--- config.mk ---
export PLATFORM = sky130hd
export DESIGN_NAME = slow_update_bridge
export DESIGN_NICKNAME = d
export VERILOG_FILES = /design/src/rtl/slow_update_pkg.sv /design/src/rtl/slow_edge_sense.sv /design/src/rtl/slow_update_hold.sv /design/src/rtl/slow_update_bridge.sv
export SDC_FILE = /design/constraint.sdc
export NUM_CORES = 1
export LEC_CHECK = 0
export BUFFER_PORTS_ARGS = -buffer_cell sky130_fd_sc_hd__buf_4
export CAP_MARGIN = 20
export CORE_ASPECT_RATIO = 1.2
export CORE_MARGIN = 5
export CORE_UTILIZATION = 38
export CTS_CLUSTER_DIAMETER = 50
export DETAILED_ROUTE_END_ITERATION = 10
export PLACE_DENSITY_LB_ADDON = 0.1
export SLEW_MARGIN = 20
export SYNTH_ARGS = -nofsm -noshare
export SYNTH_HDL_FRONTEND = slang
export SYNTH_HIERARCHICAL = 1
export SYNTH_SLANG_ARGS = --single-unit
--- constraint.sdc ---
create_clock -name clk -period 1.7 [get_ports clk]
set_clock_uncertainty 0.05 [all_clocks]
set_input_delay 0.085 -clock clk [delete_from_list [all_inputs] [get_ports clk]]
set_output_delay 0.085 -clock clk [all_outputs]
set_load 0.05 [all_outputs]
--- src/rtl/slow_update_pkg.sv ---
package slow_update_pkg;
  localparam int unsigned DEF_WIDTH   = 8;
  localparam int unsigned DEF_SYNC    = 2;
  localparam int unsigned MIN_SYNC    = 2;
  localparam int unsigned DEF_EXTRA   = 0;
endpackage

--- src/rtl/slow_edge_sense.sv ---
module slow_edge_sense #(
  parameter int unsigned SYNC_STAGES  = slow_update_pkg::DEF_SYNC,
  parameter int unsigned EXTRA_STAGES = slow_update_pkg::DEF_EXTRA
) (
  input  logic clk,
  input  logic rst_n,
  input  logic slow_clk,
  output logic edge_en
);
  localparam int unsigned CHAIN = SYNC_STAGES + EXTRA_STAGES;

  logic [CHAIN-1:0] chain_q;
  logic             dly_q;
  logic [CHAIN:0]   real_q;
  logic [CHAIN:0]   real_d;

  // synchronizer and settling stages
  generate
    for (genvar i = 0; i < CHAIN; i++) begin : g_stage
      logic stage_in;
      if (i == 0) begin : g_first
        assign stage_in = slow_clk;
      end else begin : g_next
        assign stage_in = chain_q[i-1];
      end
      always_ff @(posedge clk or negedge rst_n) begin
        if (!rst_n) chain_q[i] <= 1'b0;
        else        chain_q[i] <= stage_in;
      end
    end
  endgenerate

  // marks which stages hold a genuine sample since reset
  always_comb begin
    real_d = {real_q[CHAIN-1:0], 1'b1};
  end

  always_ff @(posedge clk or negedge rst_n) begin
    if (!rst_n) begin
      dly_q  <= 1'b0;
      real_q <= '0;
    end else begin
      dly_q  <= chain_q[CHAIN-1];
      real_q <= real_d;
    end
  end

  assign edge_en = chain_q[CHAIN-1] & ~dly_q & real_q[CHAIN];
endmodule

--- src/rtl/slow_update_hold.sv ---
module slow_update_hold #(
  parameter int unsigned W = slow_update_pkg::DEF_WIDTH
) (
  input  logic         clk,
  input  logic         rst_n,
  input  logic         edge_en,
  input  logic         upd_valid,
  input  logic [W-1:0] upd_data,
  output logic [W-1:0] hold_data,
  output logic         pending
);
  logic [W-1:0] stage_q;
  logic [W-1:0] hold_q;
  logic [W-1:0] hold_d;
  logic         pend_q;
  logic         pend_d;
  logic         hold_ce;

  always_comb begin
    pend_d  = pend_q;
    hold_d  = hold_q;
    hold_ce = 1'b0;
    if (edge_en) begin
      pend_d = 1'b0;
      if (upd_valid) begin
        hold_d  = upd_data;
        hold_ce = 1'b1;
      end else if (pend_q) begin
        hold_d  = stage_q;
        hold_ce = 1'b1;
      end
    end else if (upd_valid) begin
      pend_d = 1'b1;
    end
  end

  always_ff @(posedge clk or negedge rst_n) begin
    if (!rst_n) begin
      stage_q <= '0;
      hold_q  <= '0;
      pend_q  <= 1'b0;
    end else begin
      pend_q <= pend_d;
      if (upd_valid) stage_q <= upd_data;
      if (hold_ce)   hold_q  <= hold_d;
    end
  end

  assign hold_data = hold_q;
  assign pending   = pend_q;
endmodule

--- src/rtl/slow_update_bridge.sv ---
module slow_update_bridge #(
  parameter int unsigned W            = slow_update_pkg::DEF_WIDTH,
  parameter int unsigned SYNC_STAGES  = slow_update_pkg::DEF_SYNC,
  parameter int unsigned EXTRA_STAGES = slow_update_pkg::DEF_EXTRA
) (
  input  logic         clk,
  input  logic         rst_n,
  input  logic         slow_clk,
  input  logic         upd_valid,
  input  logic [W-1:0] upd_data,
  output logic [W-1:0] slow_data,
  output logic         pending,
  output logic         slow_en
);
  localparam int unsigned SYNC_USED =
    (SYNC_STAGES < slow_update_pkg::MIN_SYNC) ? slow_update_pkg::MIN_SYNC : SYNC_STAGES;

  logic edge_en;

  slow_edge_sense #(
    .SYNC_STAGES (SYNC_USED),
    .EXTRA_STAGES(EXTRA_STAGES)
  ) u_edge (
    .clk     (clk),
    .rst_n   (rst_n),
    .slow_clk(slow_clk),
    .edge_en (edge_en)
  );

  slow_update_hold #(
    .W(W)
  ) u_hold (
    .clk      (clk),
    .rst_n    (rst_n),
    .edge_en  (edge_en),
    .upd_valid(upd_valid),
    .upd_data (upd_data),
    .hold_data(slow_data),
    .pending  (pending)
  );

  assign slow_en = edge_en;
endmodule

# Word level (Yosys, flattened, before mapping)
# Index checks and enable logic that the tools add are counted.
# op_classes
n_mux	7
bitwise_logic	3
n_reduce_logical	3
# ops
op	count
$mux W8	2
$mux W1	5
$reduce_bool A2 Y1	2
$reduce_and A3 Y1	1
$and A1 B1 Y1	2
$not A1 Y1	1
# word_totals
output_inout_bits	10
regBits	23
inputBits	12

# Depth between registers and ports, before layout
# Gate-level depths: netlist of run 1.
# logic_depth
ltp_word	5
depth_mapped	5

# By module
# The synthesis of run 1 kept the hierarchy.
# modules_own_cells
mod	instances	seq_area_each_um2	area_each_um2	cells_each
slow_update_hold	1	425.4	718.2	57
slow_edge_sense	1	150.1	162.7	8

# Least setup slack after synthesis of run 1
# Ideal clock, no wire load.
# synth_timing
path_type	register -> register
start	register u_edge.dly_q
end	register u_hold.hold_q[0] (netlist: u_hold/hold_data[0])
slack_ps	27
synth_period_minus_slack_ps	1673
arrival_time_ps	1496
setup_time_ps	126
path_stages_with_launch	6
cell_sequence	dfrtp_1 and3b_1 buf_2 nand2_1 o22ai_1 nor2_1
# synth_via
elab_chain_cells	5
# synth_lines
element	line	source
start: declaration	slow_edge_sense.sv:13	logic dly_q;
start signal: assignment	slow_edge_sense.sv:43	dly_q <= chain_q[CHAIN-1];
$not A1 Y1 (*)	slow_edge_sense.sv:48	assign edge_en = chain_q[CHAIN-1] & ~dly_q & real_q[CHAIN];
$and A1 B1 Y1 (*) (2 in series)	slow_edge_sense.sv:48	
named net slow_en	slow_update_bridge.sv:13	output logic slow_en
$mux W1	slow_update_hold.sv:23	if (edge_en) begin
$reduce_and A3 Y1 (no line) (*)	--	
end signal: assignment	slow_update_hold.sv:45	if (hold_ce) hold_q <= hold_d;
end: declaration	slow_update_hold.sv:13	logic [W-1:0] hold_q;
# The timed path passes the listed nets; every way through them passes the cells marked *.
# A chain may end at the register's enable or synchronous reset.

# Final worst setup path of run 1
# layout_timing
start	register u_edge.dly_q
end	register u_hold.hold_q[7] (netlist: u_hold/hold_data[7])
# layout_via
elab_chain_cells	5
# layout_lines
element	line
$not A1 Y1 (*)	slow_edge_sense.sv:48
$and A1 B1 Y1 (*) (2 in series)	slow_edge_sense.sv:48
$mux W1	slow_update_hold.sv:23
$reduce_and A3 Y1 (no line) (*)	--
# Mark *: on every way between the ends. The rest lies on a longest branch, timed or not.

==> results.yml, run 1 <==
setup_path:
  reg2reg_to: "u_hold/hold_data[7]$_DFFE_PN0P_"
  worstSetupStartpointType: "flip-flop"
  crit_chain: "and3b_1, buf_4, nand2_1, o22ai_1, nor2_1"
  rrSetupSlack_ns: 0.27
  critPathTopFamily: "simple AND/OR/NAND/NOR gates"
  worstPathArrival_ns: 1.59
  worstPathRequired_ns: 1.86
  cp-end-kind: "flip-flop"
  r2r-start: "u_edge/dly_q$_DFF_PN0_"
  critPathMaxStageDelay_ns: 0.37
  cp_max_fo: 10
  path_depth: 5
  cpMaxStageDelayCell: "dfrtp_1"
  ff2ff_path_depth: 5
  crit_type: "flip-flop to flip-flop"
  critPathBufInv: 1
cts:
  clock_latency_ns: 0.31
  h-tree-depth: 1
  cts_setup_buffers: 0
  cts.clk_slew.worst_paths_ns: 0.13
  cts_made_buffers: 3
  cts_resized: 0
  clockBufferDepth: 2
  cts_sinks: 23
  clockRootBuffer: "clkbuf_4"
  tritoncts: "done"
floorplan:
  rows: 19
  dieArea_mm2: 0.00338
  core_mm2: 0.00226
  die_x_um: 54.0
  start_util_pct: 39.0
  die_h_um: 62.7
  ios: 22
layout:
  ff_latch_area_um2: 576
  final_cell_mix: "dfrtp_1 (23), buf_4 (22), dlygate4sd3_1 (10)"
  n_fill_cell: 204
  drive_gt1_share_pct: 35.1
  multiInputGateArea_um2: 273
  area_growth_pct: 33.9
  antennaDiodeCount: 0
  mostFrequentLayoutCell: "dfrtp_1"
  nets: 110
drt:
  wl_met1_um: 820
  drtIter0Drc: 16
  drt_first_pass_iters: 4
  drt-wirelength-per-cell_um: 13.6
  wl_met2_um: 786
  route.met3.wl_um: 100
  vias_per_cell: 4.96
  highest_layer: "met4"
  ant_nets: 0
  drt_wl_total_um: 1740
  vias: 635
  drc: 0
global_route:
  track_usage_pct: 11.4
  grt_pass1_wl_um: 2850
  grt-ovfl-total: 0
  first_global_vias: 639
  antenna_found_initial: 0
  grt_max_degree: 24
sta:
  fmax_mhz: 699
  setup-violations-final: 0
  hold_viol: 0
  fin_crit_sh_pct: 84.1
  holdWs_ns: 0.141
  slew_violations: 0
  rsz0062_at_grt: "false"
  period_needed_ns: 1.43
  totalNegativeSetupSlack_ns: 0
power_and_ir_drop:
  seq_power_share_pct: 49.7
  peakVddDrop_uv: 657
  p_per_area_mw_per_mm2: 1160
  switchingPower_uw: 500
  internal_power_uw: 871
  p_comb_share_pct: 32.0
  sw_frac_of_total_pct: 36.5
  clkPwrFrac_pct: 18.3
  power_leakage_uw: 0.000516
run_status:
  status: "completed"
placement:
  port_buffers: 21
  place_hpwl_um: 1130
  place.gp.congestion: 0.677
logic_synthesis:
  syn-num-nets: 77
  ys_seq_area_share_pct: 65.3
  avgSynthCellArea_um2: 13.6
  syn_inst: 65
  synth_cell_types: 12
  ys_ff_latch: 23
  syn_area_um2: 881
  yosysWarnings: 6
flow_run:
  maxCapViolCount: 0
min_path:
  hp-class: "input pin to asynchronous set/reset pin"
[worst reg2reg max path: stages, from the launching register on]
cell,delay (ns)
dfrtp_1,0.37
and3b_1,0.24
buf_4,0.18
nand2_1,0.22
o22ai_1,0.21
nor2_1,0.06
[what timing repair did]
action,CTS,global route
endpoints found under the setup margin,0,0
hold endpoints to repair,40,0
hold buffers,10,0
[stage by stage]
stage	instances	utilization, %	setup WS (ns)	area [um^2]	total power, uW
after floorplan	65	-	0.0275	881	972
after detailed placement	114	46.6	0.297	1050	1120
after global routing	128	52.2	0.122	1180	1440
final	128	52.2	0.269	1180	1370
after CTS	128	52.2	0.280	1180	1380
after global placement	114	46.6	0.350	1050	1110
[routing by layer]
metal	up-vias	GRT usage (%)
li1	305	-
met2	19	17.4
met4	0	6.71
met1	307	14.2
met5	-	0
met3	4	2.39
[cell type report]
cell class                 count  area share (%)
tap                           31            3.29
timing repair buffer          32            22.5
clock inverter                 1           0.424
clock buffer                   3            1.91
multi-input combinational     38            23.1
sequential                    23            48.8
[power groups by stage]
stage | registers (uW) | logic [uW] | clock network, uW
after floorplan | 869 | 103 | 0
after global placement | 691 | 422 | 0
after detailed placement | 693 | 425 | 0
after CTS | 681 | 444 | 257
after global routing | 690 | 466 | 282
final | 681 | 439 | 251
[synth_stat cells (all sizes together)]
cell type   n  area (um^2)
buf         4         32.5
conb        1         3.75
or2         1         6.26
o32ai       8         70.1
o22ai       8         50.1
nor2b       1         6.26
mux2        8         90.1
nand2       2         7.51
and3b       1         8.76
dfrtp      23          576
nor2        8         30.0
[sequential cells by signal, indices dropped and copies added (netlist names)]
name and count:
u_hold/stage_q 8, u_edge/chain_q 1, u_edge/g_stage.stage_in 1, u_hold/hold_data 8
u_edge/real_q 3, u_edge/dly_q 1, u_hold/pending 1
[cell families after synthesis]
| logic type | synth area share, % |
|---|---|
| DFF | 65.3 |
| AOI/OAI and AO/OA | 13.6 |
| and+or+nand+nor | 6.68 |
| muxes | 10.2 |
| buffers and inverters | 3.69 |
| other | 0.426 |
[worst max path at each step]
stage	start	to	slack (ns)
3_3_place_gp	u_edge/dly_q$_DFF_PN0_	u_hold/hold_data[6]$_DFFE_PN0P_	0.35
5_1_grt	u_edge/dly_q$_DFF_PN0_	u_hold/hold_data[5]$_DFFE_PN0P_	0.12
3_5_place_dp	u_edge/dly_q$_DFF_PN0_	u_hold/hold_data[7]$_DFFE_PN0P_	0.30
6_report	u_edge/dly_q$_DFF_PN0_	u_hold/hold_data[7]$_DFFE_PN0P_	0.27
2_1_floorplan	u_edge/dly_q$_DFF_PN0_	u_hold/hold_data[0]$_DFFE_PN0P_	0.03
4_1_cts	u_edge/dly_q$_DFF_PN0_	u_hold/hold_data[7]$_DFFE_PN0P_	0.28
(Power assumes the default switching activity.)
==> inputs of run 2 (changes only) <==
Settings changed: ABC_AREA set to 1.
Clock period 1.7 ns to 1.2 ns, I/O delays scaled along.
==> run 2 against run 1 <==
- die area fell by 4.0%
- utilization is 4.3 points higher
- hold slack worse by 0.11 ns
- combinational power grew 6.8%
- critical endpoint is now slow_en
==> results.yml, run 2 <==
logic_synthesis:
  synth_cell_types: 10
  synth.most_common_cell: "nand2_1"
  synthArstFlopShare_pct: 100
  synth_area_leaders: "dfrtp_1 (69%), nand2_1 (19%), nand2_2 (4.5%), o21ai_4 (1.9%), buf_6 (1.3%)"
  synthFlopType: "dfrtp_1"
  syn_area_um2: 838
  avgSynthCellArea_um2: 10.3
  syn-num-nets: 93
  synth.top_cell.area_share_pct: 68.7
  synth_edf_count: 0
  ys_top_cells_by_count: "nand2_1 (43), dfrtp_1 (23), nand2_2 (6)"
  synth_top_cell_by_area: "dfrtp_1"
  syn_inst: 81
  yosysWarnings: 6
  ys_ff_latch: 23
  ys_seq_area_share_pct: 68.7
placement:
  place.gp.congestion: 0.679
  place_hpwl_um: 1070
  port_buffers: 21
  dp_slack_ns: 0.105
drt:
  drtIter0Drc: 2
  vias: 633
  drc: 0
  drt-wirelength-per-cell_um: 11.1
  ant_nets: 0
  vias_per_cell: 4.34
  drt_wl_total_um: 1620
  drt_first_pass_iters: 3
cts:
  cts.clk_slew.worst_paths_ns: 0.12
  clockRootBuffer: "clkbuf_4"
  cts_sinks: 23
  h-tree-depth: 1
  clockBufferDepth: 2
  clock_latency_ns: 0.31
  tritoncts: "done"
  cts_made_buffers: 3
sta:
  fin_crit_sh_pct: 95.8
  hold_viol: 0
  period_needed_ns: 1.15
  holdWs_ns: 0.0276
  totalNegativeSetupSlack_ns: 0
  fin_ws_ns: 0.0506
  setup-violations-final: 0
  rsz0062_at_grt: "true"
  slew_violations: 0
  fmax_mhz: 870
global_route:
  grt_pass1_wl_um: 2970
  grt_max_degree: 24
  antenna_found_initial: 0
  first_global_vias: 657
  track_usage_pct: 13.1
  grt-ovfl-total: 0
layout:
  drive_gt1_share_pct: 32.8
  antennaDiodeCount: 0
  mostFrequentLayoutCell: "nand2_1"
  n_fill_cell: 203
  final_cell_mix: "nand2_1 (42), dfrtp_1 (22), buf_4 (20)"
  nets: 129
  area_growth_pct: 41.2
setup_path:
  cp_max_fo: 2
  crit_chain: "nor2_4, buf_6"
  worstPathArrival_ns: 1.04
  critPathMaxStageDelay_ns: 0.41
  cp-end-kind: "primary output"
  crit_type: "flip-flop to primary output"
  worstSetupStartpointType: "flip-flop"
  cpMaxStageDelayCell: "dfrtp_1"
  worstPathRequired_ns: 1.09
floorplan:
  ios: 22
  rows: 18
  die_h_um: 61.5
  die_x_um: 52.9
  core_mm2: 0.00209
  dieArea_mm2: 0.00325
  start_util_pct: 40.0
power_and_ir_drop:
  p_per_area_mw_per_mm2: 1460
  p_total_uw: 1720
  power_leakage_uw: 0.000607
  peakVddDrop_uv: 986
run_status:
  status: "completed"
min_path:
  hp-class: "input pin to flip-flop"
flow_run:
  maxCapViolCount: 0
-- run 2: cell count changes in the layout (fill, tap and decap cells not counted), moves of 2 or more --
| cell | before | now |
|---|---|---|
| o32ai_1 | 8 | 0 |
| nand2_2 | 0 | 7 |
| nor2_1 | 8 | 2 |
| o22ai_1 | 8 | 0 |
| mux2_2 | 8 | 0 |
| buf_4 | 22 | 20 |
| nand2_1 | 2 | 42 |
| nor2_4 | 0 | 2 |
-- run 2: worst paths after layout --
check                                                     startpoint                         endpoint  slack, ns  cells past startpoint
worst max-delay path                          u_edge/dly_q$_DFF_PN0_                          slow_en       0.05                      2
worst min-delay path                                       upd_valid    u_hold/stage_q[2]$_DFFE_PN0P_       0.03                      3
worst max register to register                u_edge/dly_q$_DFF_PN0_  u_hold/hold_data[7]$_DFFE_PN0P_       0.06                      6
worst min register to register  u_edge/g_stage[1].stage_in$_DFF_PN0_      u_edge/chain_q[1]$_DFF_PN0_       0.31                      0
max in group asynchronous                                      rst_n       u_hold/pending$_DFFE_PN0P_       0.76                      2
min in group asynchronous                                      rst_n           u_edge/dly_q$_DFF_PN0_       0.11                      2
-- run 2: report_power, final --
group	leakage, uW	total, uW	internal [uW]	switching [uW]
clock network	0.0000150	353	130	223
logic	0.000314	469	159	310
registers	0.000279	902	861	41.7
total	0.000607	1720	1150	575
-- run 2: cell type report --
class | instances | area (um^2) | share of cell area (%)
clock buffers | 4 | 26.3 | 2.22
inverters | 2 | 10.0 | 0.846
multi-input cells | 55 | 251 | 21.2
flip-flops and latches | 23 | 577 | 48.7
well taps | 30 | 37.5 | 3.17
repair buffers | 32 | 282 | 23.8
-- run 2: logic make-up (layout without fill, tap and decap cells) --
group | Yosys count | after routing | share of synthesized area [%]
and+or+nand+nor | 53 | 53 | 26.7
other | 1 | 1 | 0.447
AOI/OAI and AO/OA | 1 | 1 | 1.94
DFF | 23 | 23 | 68.7
buffers and inverters | 3 | 38 | 2.24
-- run 2: per-stage QoR --
step | std cells | util, % | cell area [um^2]
2_1_floorplan | 81 | - | 847
3_3_place_gp | 131 | 49.2 | 1030
3_5_place_dp | 131 | 49.2 | 1030
4_1_cts | 146 | 56.4 | 1180
5_1_grt | 146 | 56.5 | 1180
6_report | 146 | 56.5 | 1180
-- run 2: per-layer routing --
metal | vias up | track usage (%) | wire, um
met5 | - | 0 | 0
met4 | 0 | 8.76 | 47
met2 | 17 | 20.0 | 744
met3 | 5 | 2.18 | 82
met1 | 295 | 17.2 | 743
li1 | 316 | - | -
-- run 2: critical path: cells and delay by family (launching register included) --
family | cells | cell delay, ns
flops | 1 | 0.41
simple gates | 1 | 0.15
buf+inv | 1 | 0.17
-- run 2: timing repair --
action                     4_1_cts  5_1_grt
buffers inserted                 1        0
hold buffers                    10        0
hold endpoints to repair        33        0
pin swaps                        1        5
setup endpoints to repair        1        9
gates resized for setup          1        1
